## src/rtl/dcs_dec_pkg.sv

```systemverilog
package dcs_dec_pkg;

   // Number of chip-selects handled by the decoder.
   localparam int unsigned NUM_CS = 2;

   // Identity of the selected device.
   typedef enum logic [0:0] {
      CS_BOTTOM = 1'b0,
      CS_MOVABLE = 1'b1
   } cs_id_e;

endpackage

```

## src/rtl/dcs_window.sv

```systemverilog
// Computes the byte range [lo, hi) one device occupies in the window.
module dcs_window #(
   parameter int unsigned ADDR_W    = 30,
   parameter int unsigned SLOT_W    = 3,
   parameter int unsigned SIZE_W    = 10,
   parameter int unsigned UNIT_LOG2 = 21,
   parameter int unsigned START_W   = 6
) (
   input  logic [START_W-1:0] slot_i,
   input  logic [SIZE_W-1:0]  size_i,
   output logic [ADDR_W-1:0]  lo_o,
   output logic [ADDR_W:0]    hi_o,
   output logic               active_o,
   output logic               slot_bad_o
);

   localparam int unsigned SLOT_SHIFT = ADDR_W - SLOT_W;
   localparam int unsigned NUM_SLOTS  = 1 << SLOT_W;
   localparam int unsigned EXT_W      = ADDR_W + 1;
   localparam int unsigned CALC_W     = ADDR_W + SIZE_W + 2;
   localparam logic [CALC_W-1:0] WIN_C = CALC_W'(1) << ADDR_W;

   logic              slot_ok;
   logic [CALC_W-1:0] base_w;
   logic [CALC_W-1:0] span_w;
   logic [CALC_W-1:0] end_w;

   always_comb begin
      slot_ok    = 32'(slot_i) < NUM_SLOTS;
      base_w     = slot_ok ? (CALC_W'(slot_i) << SLOT_SHIFT) : '0;
      span_w     = CALC_W'(size_i) << UNIT_LOG2;
      end_w      = base_w + span_w;
      lo_o       = ADDR_W'(base_w);
      hi_o       = (end_w > WIN_C) ? EXT_W'(WIN_C) : EXT_W'(end_w);
      active_o   = slot_ok && (size_i != '0);
      slot_bad_o = !slot_ok;
   end

endmodule

```

## src/rtl/dcs_match.sv

```systemverilog
// Compares an address against every device range, lowest index wins.
module dcs_match #(
   parameter int unsigned ADDR_W = 30,
   parameter int unsigned NUM_CS = 2,
   parameter int unsigned IDX_W  = 1
) (
   input  logic [ADDR_W-1:0]              addr_i,
   input  logic [NUM_CS-1:0][ADDR_W-1:0]  lo_i,
   input  logic [NUM_CS-1:0][ADDR_W:0]    hi_i,
   input  logic [NUM_CS-1:0]              active_i,
   output logic [IDX_W-1:0]               sel_o,
   output logic                           miss_o,
   output logic [ADDR_W-1:0]              off_o
);

   logic [NUM_CS-1:0] hit;

   for (genvar g = 0; g < NUM_CS; g++) begin : g_cmp
      assign hit[g] = active_i[g]
                   && ({1'b0, addr_i} >= {1'b0, lo_i[g]})
                   && ({1'b0, addr_i} <  hi_i[g]);
   end

   always_comb begin
      sel_o  = '0;
      miss_o = 1'b1;
      for (int i = NUM_CS - 1; i >= 0; i--) begin
         if (hit[i]) begin
            sel_o  = IDX_W'(i);
            miss_o = 1'b0;
         end
      end
      off_o = addr_i - lo_i[sel_o];
   end

endmodule

```

## src/rtl/dcs_cfg_check.sv

```systemverilog
// Pairwise configuration checks: range overlap and data-rate mixing.
module dcs_cfg_check #(
   parameter int unsigned ADDR_W = 30,
   parameter int unsigned NUM_CS = 2
) (
   input  logic [NUM_CS-1:0][ADDR_W-1:0] lo_i,
   input  logic [NUM_CS-1:0][ADDR_W:0]   hi_i,
   input  logic [NUM_CS-1:0]             active_i,
   input  logic [NUM_CS-1:0]             ddr_i,
   input  logic [NUM_CS-1:0]             populated_i,
   output logic                          overlap_o,
   output logic                          mix_o
);

   always_comb begin
      overlap_o = 1'b0;
      mix_o     = 1'b0;
      for (int i = 0; i < NUM_CS; i++) begin
         for (int j = i + 1; j < NUM_CS; j++) begin
            if (active_i[i] && active_i[j]
                && ({1'b0, lo_i[i]} < hi_i[j])
                && ({1'b0, lo_i[j]} < hi_i[i]))
               overlap_o = 1'b1;
            if (populated_i[i] && populated_i[j] && (ddr_i[i] != ddr_i[j]))
               mix_o = 1'b1;
         end
      end
   end

endmodule

```

## src/rtl/dcs_addr_decoder.sv

```systemverilog
module dcs_addr_decoder
   import dcs_dec_pkg::*;
#(
   parameter int unsigned ADDR_W    = 30,
   parameter int unsigned SLOT_W    = 3,
   parameter int unsigned SIZE_W    = 10,
   parameter int unsigned UNIT_LOG2 = 21,
   parameter int unsigned LO_W      = 2,
   parameter int unsigned HI_W      = 4
) (
   input  logic              clk,
   input  logic              rst_n,
   input  logic              req_valid,
   input  logic [ADDR_W-1:0] req_addr,
   input  logic [SIZE_W-1:0] cfg_cs0_size,
   input  logic [SIZE_W-1:0] cfg_cs1_size,
   input  logic [LO_W-1:0]   cfg_cs1_slot_lo,
   input  logic [HI_W-1:0]   cfg_cs1_slot_hi,
   input  logic              cfg_cs0_ddr,
   input  logic              cfg_cs1_ddr,
   output logic              rsp_valid,
   output logic              rsp_cs,
   output logic [ADDR_W-1:0] rsp_offset,
   output logic              rsp_err,
   output logic              flag_overlap,
   output logic              flag_mix,
   output logic              flag_slot
);

   localparam int unsigned START_W = LO_W + HI_W;
   localparam int unsigned IDX_W   = (NUM_CS > 1) ? $clog2(NUM_CS) : 1;

   // Elaboration-time parameter checks.
   if (SLOT_W < 1 || SLOT_W >= ADDR_W) begin : g_bad_slot_w
      $error("SLOT_W must lie between 1 and ADDR_W-1");
   end
   if (UNIT_LOG2 >= ADDR_W) begin : g_bad_unit
      $error("UNIT_LOG2 must be below ADDR_W");
   end
   if (START_W < SLOT_W) begin : g_bad_start_w
      $error("start slot fields too narrow for the slot count");
   end
   if (NUM_CS != 2) begin : g_bad_cs
      $error("decoder port list assumes two chip-selects");
   end

   logic [NUM_CS-1:0][START_W-1:0] slot_w;
   logic [NUM_CS-1:0][SIZE_W-1:0]  size_w;
   logic [NUM_CS-1:0][ADDR_W-1:0]  lo_w;
   logic [NUM_CS-1:0][ADDR_W:0]    hi_w;
   logic [NUM_CS-1:0]              active_w;
   logic [NUM_CS-1:0]              slot_bad_w;
   logic [NUM_CS-1:0]              ddr_w;
   logic [NUM_CS-1:0]              populated_w;

   always_comb begin
      slot_w[0] = '0;                          // bottom device is pinned
      slot_w[1] = {cfg_cs1_slot_hi, cfg_cs1_slot_lo};
      size_w[0] = cfg_cs0_size;
      size_w[1] = cfg_cs1_size;
      ddr_w     = {cfg_cs1_ddr, cfg_cs0_ddr};
      for (int k = 0; k < NUM_CS; k++)
         populated_w[k] = size_w[k] != '0;
   end

   for (genvar g = 0; g < NUM_CS; g++) begin : g_win
      dcs_window #(
         .ADDR_W   (ADDR_W),
         .SLOT_W   (SLOT_W),
         .SIZE_W   (SIZE_W),
         .UNIT_LOG2(UNIT_LOG2),
         .START_W  (START_W)
      ) u_win (
         .slot_i    (slot_w[g]),
         .size_i    (size_w[g]),
         .lo_o      (lo_w[g]),
         .hi_o      (hi_w[g]),
         .active_o  (active_w[g]),
         .slot_bad_o(slot_bad_w[g])
      );
   end

   logic [IDX_W-1:0]  sel_idx;
   logic              miss;
   logic [ADDR_W-1:0] off;
   cs_id_e            sel_cs;

   dcs_match #(
      .ADDR_W(ADDR_W),
      .NUM_CS(NUM_CS),
      .IDX_W (IDX_W)
   ) u_match (
      .addr_i  (req_addr),
      .lo_i    (lo_w),
      .hi_i    (hi_w),
      .active_i(active_w),
      .sel_o   (sel_idx),
      .miss_o  (miss),
      .off_o   (off)
   );

   logic overlap_c;
   logic mix_c;

   dcs_cfg_check #(
      .ADDR_W(ADDR_W),
      .NUM_CS(NUM_CS)
   ) u_cfg (
      .lo_i       (lo_w),
      .hi_i       (hi_w),
      .active_i   (active_w),
      .ddr_i      (ddr_w),
      .populated_i(populated_w),
      .overlap_o  (overlap_c),
      .mix_o      (mix_c)
   );

   assign sel_cs = miss ? CS_BOTTOM : cs_id_e'(sel_idx);

   always_ff @(posedge clk or negedge rst_n) begin
      if (!rst_n) begin
         rsp_valid    <= 1'b0;
         rsp_cs       <= 1'b0;
         rsp_offset   <= '0;
         rsp_err      <= 1'b0;
         flag_overlap <= 1'b0;
         flag_mix     <= 1'b0;
         flag_slot    <= 1'b0;
      end else begin
         rsp_valid    <= req_valid;
         if (req_valid) begin
            rsp_cs     <= (sel_cs == CS_MOVABLE);
            rsp_err    <= miss;
            rsp_offset <= miss ? '0 : off;
         end
         flag_overlap <= overlap_c;
         flag_mix     <= mix_c;
         flag_slot    <= |slot_bad_w;
      end
   end

endmodule

```

## config.mk

```make
export PLATFORM = sky130hd
export DESIGN_NAME = dcs_addr_decoder
export DESIGN_NICKNAME = d
export VERILOG_FILES = /design/src/rtl/dcs_dec_pkg.sv /design/src/rtl/dcs_window.sv /design/src/rtl/dcs_match.sv /design/src/rtl/dcs_cfg_check.sv /design/src/rtl/dcs_addr_decoder.sv
export SDC_FILE = /design/constraint.sdc
export NUM_CORES = 1
export LEC_CHECK = 0
export BUFFER_PORTS_ARGS = -buffer_cell sky130_fd_sc_hd__buf_2
export CORE_MARGIN = 2
export CORE_UTILIZATION = 53
export DETAILED_ROUTE_END_ITERATION = 8
export PLACE_DENSITY = 0.87
export SLEW_MARGIN = 30
export SYNTH_ARGS = -nofsm -noshare
export SYNTH_HDL_FRONTEND = slang
export SYNTH_SLANG_ARGS = --single-unit
```

## constraint.sdc

```tcl
create_clock -name clk -period 2.49 [get_ports clk]
set_input_delay 0 -clock clk [delete_from_list [all_inputs] [get_ports clk]]
set_output_delay 0 -clock clk [all_outputs]
set_load 0.02 [all_outputs]
```

==> summary.txt, run 1 <==
Outcome
  • Status: did not finish
  • Halt Stage: global routing (5_1_grt)
  • Error: [ERROR DPL-0038] Utilization greater than 100%, impossible to legalize

Yosys
  • Post-synthesis sequential area ratio: between 30% and 40%
  • Synth top area cells: dfrtp_1, ha_1, o2bb2ai_1, nand2_1, nor4_1
  • Post-Syn Area per Cell: 9.42 um^2
  • Post-Syn Area: 2460 um^2
  • Synth Flop Type: dfrtp_1
  • Synth top area share: a little over a third
  • FF+latch count, synth: 36
  • Syn Nets: 351
  • Post-synth top cells: nand2_1, dfrtp_1, o2bb2ai_1, ha_1, nor2_1
  • Number of flops mapped to enable cells by yosys: 0
  • Async SR Flop Fraction: 100%
  • Synth Instances: 261
  • Top-count cell post-synth: nand2_1
  • Synthesis Warnings: 0
  • Post-synth cell types: 45
  • Area leader, netlist: dfrtp_1

Clock network
  • CTS Buf Count: 5
  • H-tree level count: 2
  • Max clock buf depth: 2
  • Clock root cell: clkbuf_8
  • Clock sink count: 36

Placement
  • Cell area after placement: 3480 um^2
  • Buffers on Ports: 96
  • Placer Congestion: 0.911
  • DP Worst Slack: -2.43 ns
  • Hpwl dp: about 5700 um

Floorplanning
  • Row Count: 24
  • Die height: 72.1 um
  • IO Count: between 90 and 100
  • Initial core utilization: 55.7%
  • Die X: 72.1 um

Timing
  • Worst_ep kind: sequential cell input
  • GRT worst endpoint: rsp_offset[29]$_DFFE_PN0P_/D

GRT
  • Largest net degree at the start of global routing: 37
[metrics by stage]
step / setup TNS, ns / hold WS, ns / cells
4_1_cts: -35.63 / 0.00323 / 486
3_5_place_dp: -48.64 / 0.137 / 454
3_3_place_gp: -44.79 / 0.126 / 454
2_1_floorplan: -37.89 / -0.296 / 261
[what timing repair did]
action                                 CTS
gates resized for setup                 13
setup endpoints to repair               32
pin swaps                                4
buffers inserted                         5
endpoints found under the hold margin   54
hold buffers                            20
[cell families after synthesis]
logic type / count (synthesis) / synth area share [%]
other: 1 / 0.152
multiplexers: 1 / 0.458
XOR/XNOR: 3 / 1.07
adder cells (fa/ha/maj): 29 / 15.4
flip-flops: 36 / 36.6
buffers and inverters: 21 / 3.26
AO/OA/AOI/OAI: 63 / 21.0
AND/OR/NAND/NOR: 107 / 22.1
==> run 2, diff against run 1 <==
--- a/config.mk
+++ b/config.mk
@@ -7,9 +7,9 @@
 export LEC_CHECK = 0
 export BUFFER_PORTS_ARGS = -buffer_cell sky130_fd_sc_hd__buf_2
 export CORE_MARGIN = 2
-export CORE_UTILIZATION = 53
+export CORE_UTILIZATION = 40
 export DETAILED_ROUTE_END_ITERATION = 8
-export PLACE_DENSITY = 0.87
+export PLACE_DENSITY_LB_ADDON = 0.15
 export SLEW_MARGIN = 30
 export SYNTH_ARGS = -nofsm -noshare
 export SYNTH_HDL_FRONTEND = slang
==> run 2 against run 1 <==
- the flow now finishes, with violations (negative setup slack)
- synthesized cell count unchanged
- area after synthesis unchanged
==> summary.txt, run 2 <==
Critical path
  • Crit path max fanout: 3
  • CP Launch Type: primary input
  • Slowest stage delay, CP: 0.51 ns
  • Setup CP Type: primary input to flip-flop
  • Buf/Inv on CP: 3
  • Crit-path slowest cell: fa_2
  • Cell family with most CP delay: simple AND/OR/NAND/NOR gates
  • Crit-path cells: buf_6, nor3_4, and2_4, ha_4, inv_2, fa_2, nor2b_1, and4b_1, nor2_1, o32a_1, or3_1, ha_1, a21oi_1, a2111oi_4, a2111oi_4, nand2_2, nor3b_2, ha_2, inv_2, fa_2, xnor2_1, or3_1, nand4bb_1, o211ai_1
  • Worst Path Arrival: 4.69 ns
  • Critical path required time: 2.70 ns
  • Critical path endpoint category: flip-flop

Drt
  • DRC errors left: 0
  • Final wirelength: 7930 um
  • Pre-antenna DRT Iters: 4
  • Post-DRT Antenna Nets: 0
  • Vias per cell: 5.22
  • DR WL/cell: 15.3 um
  • Initial DRC Count: 75
  • Via count: approximately 2700

Clock network
  • CTS Buf Count: 5 (unchanged)
  • TritonCTS clock tree: yes
  • Clock sink count: 36 (unchanged)
  • Worst-skew pair later-pin latency: 0.29 ns
  • H-tree level count: 2 (unchanged)
  • CTS clk-pin slew, worst paths: approximately 0.070 ns
  • Clock root cell: clkbuf_8
  • Max clock buf depth: 2 (unchanged)

Outcome
  • Status: finished with violations
  • Failing checks: negative setup slack

Yosys
  • Async SR Flop Fraction: 100% (unchanged)
  • Post-synthesis compound-gate area fraction: 21.0% (unchanged)
  • Post-Synth Simple-Gate Area: 22.1% (unchanged)
  • FF+latch count, synth: 36 (unchanged)
  • Mux cell area share after synthesis: 0.458% (unchanged)
  • Top-count cell post-synth: nand2_1
  • Post-Syn Area: 2460 um^2 (unchanged)
  • Post-Syn Area per Cell: 9.42 um^2 (unchanged)
  • Syn Nets: 351 (unchanged)
  • Area leader, netlist: dfrtp_1
  • Synth top area share: 36.6% (unchanged)
  • Synth Flop Type: dfrtp_1
  • Synth top area cells: dfrtp_1, ha_1, o2bb2ai_1, nand2_1, nor4_1
  • Post-synthesis adder-cell area fraction: 15.4% (unchanged)
  • Post-synth cell types: 45 (unchanged)
  • Synthesis Warnings: 0 (unchanged)
  • Post-synth top cells: nand2_1, dfrtp_1, o2bb2ai_1, ha_1, nor2_1
  • Main combinational cell family by area after synthesis: simple AND/OR/NAND/NOR gates
  • XOR/XNOR share of the synthesized area: 1.07% (unchanged)
  • Post-synthesis sequential area ratio: 36.6% (unchanged)
  • Number of flops mapped to enable cells by yosys: 0 (unchanged)
  • Synth Instances: 261 (unchanged)

Timing
  • Fin. max-slew vios: 0
  • Worst Hold Slack: between 0.015 and 0.02 ns
  • FMAX: 223 MHz
  • Final setup viols: 32
  • PnR worst setup slack: -1.99 ns
  • Fin. Hold Viols: 0
  • Period utilization: 180%
  • RSZ-0062 raised after global routing: yes
  • Final min period: between 4 and 5 ns
  • Setup tns final: -38.56 ns
  • Worst slew pin tran: approximately 0.83 ns
  • Relative slew slack: around 45%
  • Clock Skew: 0 ns

GRT
  • Vias in the first global route: 2745
  • Tot GR Track Use: 25.2%
  • Total grt overflow: 0
  • Initial antenna violation count: 0
  • Largest net degree at the start of global routing: 37
  • First-pass GRT wire length: 12900 um

Placement
  • DP Worst Slack: -2.37 ns (+0.0588 ns)
  • Hpwl dp: 5680 um (-1.1%)
  • Cell area after placement: 3540 um^2 (+1.7%)
  • Placer Congestion: 0.829 (-9.0%)
  • Buffers on Ports: 96 (unchanged)
  • Post-placement cell count: 481 (+5.9%)

Floorplanning
  • IO Count: 97 (unchanged)
  • Die area: 6790 um^2
  • Initial core utilization: 41.5% (-14 points)
  • Die height: 82.4 um (+14%)
  • Core Region: between 5000 and 6000 um^2
  • Die X: 82.4 um (+14%)
  • Row Count: 28 (+17%)

Finish
  • Share of layout cells above drive strength 1: 51.6%
  • # diodes: 0
  • Post-route insts no fill: roughly 520
  • Final Util: a little under three quarters
  • Number of flip-flops under the largest register name: 30
  • Commonest non-fill, non-tap cell in the layout: buf_2
  • Commonest cells after routing, fill and taps aside: buf_2, buf_4, nand2_1
  • Syn-to-layout area delta: 71.7%
  • Largest register by flop count: rsp_offset
  • NumNets Final: around 530
  • Final instance area: 4220 um^2

Power
  • Pwr dens: 451 nW/um^2
  • Max VDD drop: 0.377 mV
  • LEAKAGE: 2.03 nW
  • Design Power: 1.91 mW

Worst hold path
  • Worst Hold Class: primary input to flip-flop

Flow run
  • Max_cap viols: 0
run 2: cell counts after synthesis:
Identical to the previous run, type by type.
run 2: cell families (layout without fill, tap and decap cells):
kind of cell | Yosys count | in the layout
DFF | 36 | 36
other | 1 | 1
xor gates and xnor gates | 3 | 3
muxes | 1 | 1
buffers and inverters | 21 | 202
and+or+nand+nor | 107 | 107
AOI/OAI and AO/OA | 63 | 63
adders and majority gates | 29 | 29
run 2: final timing paths:
path / startpoint / endpoint / slack [ns] / depth (start not counted)
min in group asynchronous: rst_n / rsp_valid$_DFF_PN0_ / 0.33 / 2
max reg2reg: rsp_offset[29]$_DFFE_PN0P_ / rsp_offset[29]$_DFFE_PN0P_ / 1.56 / 3
max: cfg_cs1_slot_hi[1] / rsp_offset[29]$_DFFE_PN0P_ / -1.99 / 24
min reg2reg: rsp_offset[2]$_DFFE_PN0P_ / rsp_offset[2]$_DFFE_PN0P_ / 0.49 / 1
max in group asynchronous: rst_n / rsp_offset[23]$_DFFE_PN0P_ / 1.63 / 2
min: req_addr[25] / rsp_offset[25]$_DFFE_PN0P_ / 0.02 / 3
run 2: report_power, final:
group | internal (mW) | total (mW) | switching (mW)
sequential | 0.644 | 0.683 | 0.0395
combinational | 0.342 | 0.698 | 0.356
clock | 0.296 | 0.525 | 0.229
run 2: final cells by class:
class,instances,area (um^2)
Tap cell,75,93.8
Timing Repair Buffer,184,1290
Clock inverter,3,42.5
Multi-Input combinational cell,204,1790
Inverter,10,37.5
Sequential cell,36,901
Clock buffer,5,68.8
Fill cell,469,1700
run 2: timing repair:
action | 4_1_cts | 5_1_grt
pin swaps | 30 | 4
resized for setup | 46 | 3
gates cloned | 3 | 0
hold endpoints to repair | 53 | 0
buffers inserted | 8 | 1
endpoints found under the setup margin | 32 | 32
hold buffers | 19 | 0
run 2: metal layers:
layer / up-vias / wire [um] / track usage (%) / part of all wire, %
met5: - / 0 / 0 / 0
met4: 0 / 144 / 7.50 / 1.8
met3: 13 / 481 / 5.54 / 6.1
met2: 80 / 3680 / 40.4 / 46
met1: 1264 / 3620 / 33.9 / 46
li1: 1341 / - / - / -
run 2: worst register-to-register path: stages (launching register included):
cell and delay, ns:
dfrtp_1 0.40, nor2b_1 0.14, a31oi_1 0.16, o211ai_1 0.11
Power figures use the tool's default switching activity.
==> run 3, diff against run 2 <==
--- a/config.mk
+++ b/config.mk
@@ -5,6 +5,7 @@
 export SDC_FILE = /design/constraint.sdc
 export NUM_CORES = 1
 export LEC_CHECK = 0
+export ABC_AREA = 1
 export BUFFER_PORTS_ARGS = -buffer_cell sky130_fd_sc_hd__buf_2
 export CORE_MARGIN = 2
 export CORE_UTILIZATION = 40
==> run 3 against run 2 <==
- the flow still finishes with violations (negative setup slack)
- power decreased by 3.8%
- critical path type unchanged
- register-to-register slack improved by 0.27 ns
- via count increased by 13%
- synthesized cell count increased by 30%
- cell count increased by 21%
- hold slack improved by 0.016 ns
==> summary.txt, run 3 <==
Timing
  • Relative slew slack: 46.9% (+1.9 points)
  • Final setup viols: 32 (unchanged)
  • FMAX: 266 MHz (+19%)
  • PnR worst setup slack: -1.27 ns (+0.724 ns)
  • Worst slew pin tran: 0.797 ns (-0.0282 ns)
  • Final min period: 3.76 ns (-0.724 ns)
  • Clock Skew: 0 ns (unchanged)
  • Fin. Hold Viols: 0 (unchanged)
  • Worst Hold Slack: 0.0345 ns (+0.0156 ns)
  • Period utilization: 151% (-29 points)
  • RSZ-0062 raised after global routing: yes
  • Fin. max-slew vios: 0 (unchanged)

Critical path
  • Crit path max fanout: 7 (+4)
  • CP Launch Type: primary input
  • Critical path required time: 2.68 ns (-0.02 ns)
  • Critical R2R Launch: rsp_offset[18]$_DFFE_PN0P_
  • Crit-path slowest cell: fa_1
  • Worst Setup SP: cfg_cs1_slot_hi[3]
  • Slowest stage delay, CP: 0.48 ns (-0.03 ns)
  • Setup CP Type: primary input to flip-flop
  • Worst Path Arrival: 3.94 ns (-0.75 ns)
  • Most Frequent Cell on Critical Path: inv_2
  • Critical path endpoint category: flip-flop

Finish
  • Final Util: 72.2% (+0.90 points)
  • Number of flip-flops under the largest register name: 30 (unchanged)
  • # diodes: 0 (unchanged)
  • NumNets Final: 637 (+20%)
  • Syn-to-layout area delta: 72.6%
  • Commonest cells after routing, fill and taps aside: nand2_1, buf_2, buf_4
  • Share of layout cells above drive strength 1: 44.0% (-7.6 points)
  • Largest register by flop count: rsp_offset
  • Fill count: 451 (-3.8%)
  • Commonest non-fill, non-tap cell in the layout: nand2_1
  • Post-route insts no fill: 623 (+21%)

Yosys
  • Post-synthesis sequential area ratio: 36.1% (-0.48 points)
  • Area leader, netlist: dfrtp_1
  • Synth top area share: 36.1% (-0.48 points)
  • Post-Syn Area: 2490 um^2 (+1.3%)
  • Number of flops mapped to enable cells by yosys: 0 (unchanged)
  • Synth top area cells: dfrtp_1, nand2_1, ha_1, nor2_1, inv_1
  • Post-Syn Area per Cell: 7.33 um^2 (-22%)
  • Synth Flop Type: dfrtp_1
  • Top-count cell post-synth: nand2_1
  • Synth Instances: 340 (+30%)
  • Async SR Flop Fraction: 100% (unchanged)
  • Post-synth cell types: 33 (-27%)
  • Syn Nets: 430 (+23%)
  • Synthesis Warnings: 0 (unchanged)
  • Post-synth top cells: nand2_1, nor2_1, dfrtp_1, inv_1, ha_1
  • FF+latch count, synth: 36 (unchanged)

Drt
  • Vias per cell: 4.90 (-6.2%)
  • DRC errors left: 0 (unchanged)
  • Post-DRT Antenna Nets: 0 (unchanged)
  • Final wirelength: 8730 um (+10%)
  • Via count: 3050 (+13%)
  • Pre-antenna DRT Iters: 4 (unchanged)
  • DR WL/cell: 14.0 um (-8.6%)
  • Initial DRC Count: 148 (+97%)

GRT
  • Tot GR Track Use: 23.0% (-2.2 points)
  • Largest net degree at the start of global routing: 37 (unchanged)
  • Initial antenna violation count: 0 (unchanged)
  • Total grt overflow: 0 (unchanged)
  • First-pass GRT wire length: 13100 um (+1.3%)
  • Vias in the first global route: 2900 (+5.6%)

Clock network
  • Max clock buf depth: 2 (unchanged)
  • Worst-skew pair later-pin latency: 0.29 ns (about the same)
  • H-tree level count: 2 (unchanged)
  • CTS clk-pin slew, worst paths: 0.07 ns (about the same)
  • TritonCTS clock tree: yes
  • Clock sink count: 36 (unchanged)
  • Clock root cell: clkbuf_8
  • CTS Buf Count: 5 (unchanged)

Power
  • LEAKAGE: 2.35 nW (+16%)
  • Pwr dens: 426 nW/um^2 (-5.5%)
  • Max VDD drop: 0.295 mV (-22%)

Outcome
  • Failing checks: negative setup slack
  • Status: finished with violations

Placement
  • Hpwl dp: 5680 um (about the same)
  • Post-placement cell count: 559 (+16%)
  • Buffers on Ports: 96 (unchanged)
  • Placer Congestion: 0.847 (+2.1%)

Worst hold path
  • Worst Hold Class: primary input to flip-flop
  • Worst Hold Launch: req_addr[22]

Floorplanning
  • Die X: 82.9 um (+0.62%)
  • Core Region: 5960 um^2 (+0.59%)
  • Initial core utilization: 41.8% (+0.30 points)
  • IO Count: 97 (unchanged)
  • Row Count: 28 (unchanged)
  • Die height: 82.9 um (+0.62%)
  • Die area: 6880 um^2 (+1.3%)

Flow run
  • Max_cap viols: 0 (unchanged)
run 3: metrics by stage:
step                      area [um^2]  worst slack (ns)  power, mW  TNS, ns
after global placement           3470             -1.52       1.24   -27.07
after floorplan                  2530             -1.33      0.986   -18.05
after global routing             4300             -1.51       1.94   -26.40
after detailed placement         3470             -1.68       1.25   -30.24
after CTS                        4120             -1.14       1.76   -17.76
final                            4300             -1.27       1.83   -21.08
run 3: what timing repair did:
action                                  in CTS  in global routing
endpoints found under the setup margin      32                 33
hold endpoints to repair                    64                  0
setup buffers                               20                  6
resized for setup                           26                 32
pin swaps                                    9                  9
hold buffers                                29                  0
gates cloned                                 1                  0
run 3: cell families after synthesis:
kind of cell | synth area share [%]
AO/OA/AOI/OAI | 6.38
XOR/XNOR | 1.05
adder cells (fa/ha/maj) | 15.2
buffers and inverters | 6.63
flip-flops | 36.1
other | 0.150
AND/OR/NAND/NOR | 34.5
run 3: power breakdown:
group	switching [mW]	internal [mW]	total, mW	leakage (nW)
Clock	0.215	0.195	0.410	0.0479
Sequential	0.0321	0.648	0.680	0.452
Combinational	0.409	0.335	0.744	1.85
run 3: worst max-delay path: cells and delay by family:
kind,cells,cell delay (ns)
fa+ha+maj,5,1.44
xor+xnor,1,0.18
simple gates,18,1.73
buf+inv,9,0.58
run 3: path summary, 6_finish.rpt:
path,endpoint,slack [ns],depth (start not counted)
hold / removal,rsp_offset[22]$_DFFE_PN0P_,0.03,3
setup / recovery,rsp_offset[29]$_DFFE_PN0P_,-1.27,33
max in group asynchronous,rsp_offset[15]$_DFFE_PN0P_,1.66,2
hold reg to reg,rsp_offset[5]$_DFFE_PN0P_,0.48,2
min in group asynchronous,rsp_offset[23]$_DFFE_PN0P_,0.32,2
setup reg to reg,rsp_offset[18]$_DFFE_PN0P_,1.83,2
run 3: layout make-up:
cell class	instances	area, um^2	area share, %
inverters	34	130	3.03
well taps	75	93.8	2.18
multi-input cells	264	1680	38.9
flip-flops and latches	36	901	20.9
clock inverters	3	18.8	0.436
repair buffers	206	1410	32.9
clock buffers	5	68.8	1.60
run 3: routing by layer:
metal / part of all wire (%) / vias to the layer above / wire length (um) / global-route usage, %
li1: - / 1498 / - / -
met1: 42 / 1389 / 3630 / 29.4
met2: 48 / 130 / 4210 / 38.7
met3: 5.6 / 33 / 489 / 2.49
met4: 4.6 / 0 / 403 / 11.0
met5: 0 / - / 0 / 0
==> run 4, diff against run 3 <==
==> constraint.sdc (replaced) <==
create_clock -name clk -period 2.49 [get_ports clk]
set_input_delay 0.498 -clock clk [delete_from_list [all_inputs] [get_ports clk]]
set_output_delay 0.498 -clock clk [all_outputs]
set_load 0.02 [all_outputs]
==> run 4 against run 3 <==
- largest cell class unchanged
- worst setup slack lost 0.38 ns
- hold slack gained 0.24 ns
- design area shrank 4.6%
- the flow still finishes with violations (negative setup slack)
- largest power group unchanged
- sequential power is essentially flat
- cell count shrank 4.3%
- critical path type unchanged
- combinational power shrank 7.0%
- power grew 2.4%
- core utilization shrank 3.3 points
- sequential share of layout area grew 1.0 points
==> summary.txt, run 4 (synthesized netlist as in run 3, its figures left out) <==
Timing
  • Final setup viols: 32 (unchanged)
  • Period utilization: 166% (+15 points)
  • Final min period: 4.14 ns (+0.380 ns)
  • Setup tns final: -37.61 ns (-16.53 ns)
  • Fin. Hold Viols: 0 (unchanged)
  • Fin. max-slew vios: 0 (unchanged)
  • PnR worst setup slack: -1.65 ns (-0.380 ns)
  • FMAX: 242 MHz (-9.2%)
  • Worst slew pin tran: 0.788 ns (-0.00899 ns)
  • Relative slew slack: 47.5% (+0.60 points)
  • RSZ-0062 raised after global routing: yes
  • Clock Skew: 0 ns (unchanged)

Finish
  • Largest register by flop count: rsp_offset
  • Commonest cells after routing, fill and taps aside: nand2_1, buf_2, buf_4
  • Post-route insts no fill: 596 (-4.3%)
  • Commonest non-fill, non-tap cell in the layout: nand2_1
  • Number of flip-flops under the largest register name: 30 (unchanged)
  • Share of layout cells above drive strength 1: 49.9% (+5.9 points)
  • # diodes: 0 (unchanged)
  • Syn-to-layout area delta: 64.7%
  • Fill count: 510 (+13%)
  • NumNets Final: 610 (-4.2%)

Drt
  • Post-DRT Antenna Nets: 0 (unchanged)
  • Via count: 2817 (-7.6%)
  • DRC errors left: 0 (unchanged)
  • Pre-antenna DRT Iters: 5 (+1)
  • Final wirelength: 7500 um (-14%)
  • Initial DRC Count: 90 (-39%)
  • DR WL/cell: 12.6 um (-10%)
  • Vias per cell: 4.73 (-3.5%)

Critical path
  • Critical path required time: 2.68 ns (about the same)
  • CP Launch Type: primary input
  • Crit-path slowest cell: fa_1
  • Worst Path Arrival: 4.32 ns (+0.38 ns)
  • Slowest stage delay, CP: 0.49 ns (about the same)
  • Most Frequent Cell on Critical Path: inv_2
  • Critical path endpoint category: flip-flop
  • Reg2Reg Depth: 2 (unchanged)
  • Setup CP Type: primary input to flip-flop
  • Crit path max fanout: 8 (+1)

GRT
  • Initial antenna violation count: 0 (unchanged)
  • Tot GR Track Use: 21.8% (-1.2 points)
  • First-pass GRT wire length: 12400 um (-5.2%)
  • Vias in the first global route: 2692 (-7.2%)
  • Total grt overflow: 0 (unchanged)
  • Largest net degree at the start of global routing: 37 (unchanged)

Placement
  • Post-placement cell count: 574 (+2.7%)
  • Buffers on Ports: 96 (unchanged)
  • DP Worst Slack: -2.19 ns (-0.509 ns)
  • Hpwl dp: 5740 um (+0.94%)
  • Placer Congestion: 0.847 (unchanged)

Clock network
  • H-tree level count: 2 (unchanged)
  • # hold bufs at CTS: 0 (-100%)
  • Clock root cell: clkbuf_8
  • Clock sink count: 36 (unchanged)
  • CTS Buf Count: 5 (unchanged)
  • Worst-skew pair later-pin latency: 0.28 ns (about the same)
  • Max clock buf depth: 2 (unchanged)
  • CTS clk-pin slew, worst paths: 0.08 ns (about the same)
  • TritonCTS clock tree: yes

Floorplanning
  • IO Count: 97 (unchanged)
  • Die X: 82.9 um (unchanged)
  • Die height: 82.9 um (unchanged)
  • Row Count: 28 (unchanged)
  • Die area: 6880 um^2 (unchanged)
  • Initial core utilization: 41.8% (unchanged)
  • Core Region: 5960 um^2 (unchanged)

Power
  • Max VDD drop: 0.265 mV (-10%)
  • LEAKAGE: 2.26 nW (-4.1%)
  • Design Power: 1.88 mW (+2.4%)
  • Pwr dens: 458 nW/um^2 (+7.3%)

Flow run
  • Max_cap viols: 0 (unchanged)

Outcome
  • Failing checks: negative setup slack
  • Status: finished with violations

Worst hold path
  • Worst Hold Class: primary input to asynchronous set/reset pin
run 4: critical path: cells and delay by family:
kind                       cells  cell delay [ns]
and+or+nand+nor               17             1.55
adders and majority gates      5             1.46
buffers and inverters          9             0.63
xor gates and xnor gates       1             0.19
run 4: layout make-up:
cell class	count	area [um^2]	area share [%]
clock inverters	3	42.5	1.04
multi-input cells	264	1700	41.3
repair buffers	179	1170	28.5
well taps	75	93.8	2.29
clock buffers	5	68.8	1.68
inverters	34	133	3.23
flip-flops and latches	36	901	21.9
run 4: power by group:
part | switching (mW) | internal (mW) | leakage, nW
Sequential | 0.0299 | 0.647 | 0.452
Clock | 0.213 | 0.296 | 0.0541
Combinational | 0.386 | 0.306 | 1.75
Total | 0.629 | 1.25 | 2.26
run 4: timing repair:
item,CTS,global route
setup endpoints to repair,33,33
pin swaps,7,11
cloned,1,0
buffers inserted,7,6
resized for setup,29,45
run 4: stage by stage:
stage | cell area [um^2] | hold slack, ns | util [%]
global route | 4110 | 0.331 | 68.9
global placement | 3590 | 0.457 | 60.3
detailed placement | 3590 | 0.460 | 60.3
finish | 4110 | 0.279 | 68.9
floorplan | 2530 | 0.202 | -
CTS | 3920 | 0.314 | 65.9
run 4: routing by layer:
metal	wire, um	track usage, %	vias to the layer above
li1	-	-	1446
met1	3470	29.6	1276
met2	3610	36.2	83
met3	301	2.98	12
met4	121	6.26	0
met5	0	0	-
run 4: path summary, 6_finish.rpt:
check                                           start                          to  slack (ns)
setup / recovery                   cfg_cs1_slot_hi[3]  rsp_offset[29]$_DFFE_PN0P_       -1.65
hold / removal                                  rst_n   rsp_offset[9]$_DFFE_PN0P_        0.28
setup reg to reg           rsp_offset[24]$_DFFE_PN0P_  rsp_offset[24]$_DFFE_PN0P_        1.81
hold reg to reg             rsp_offset[9]$_DFFE_PN0P_   rsp_offset[9]$_DFFE_PN0P_        0.48
max in group asynchronous                       rst_n          rsp_cs$_DFFE_PN0P_        1.70
min in group clk                            req_valid         rsp_valid$_DFF_PN0_        0.35
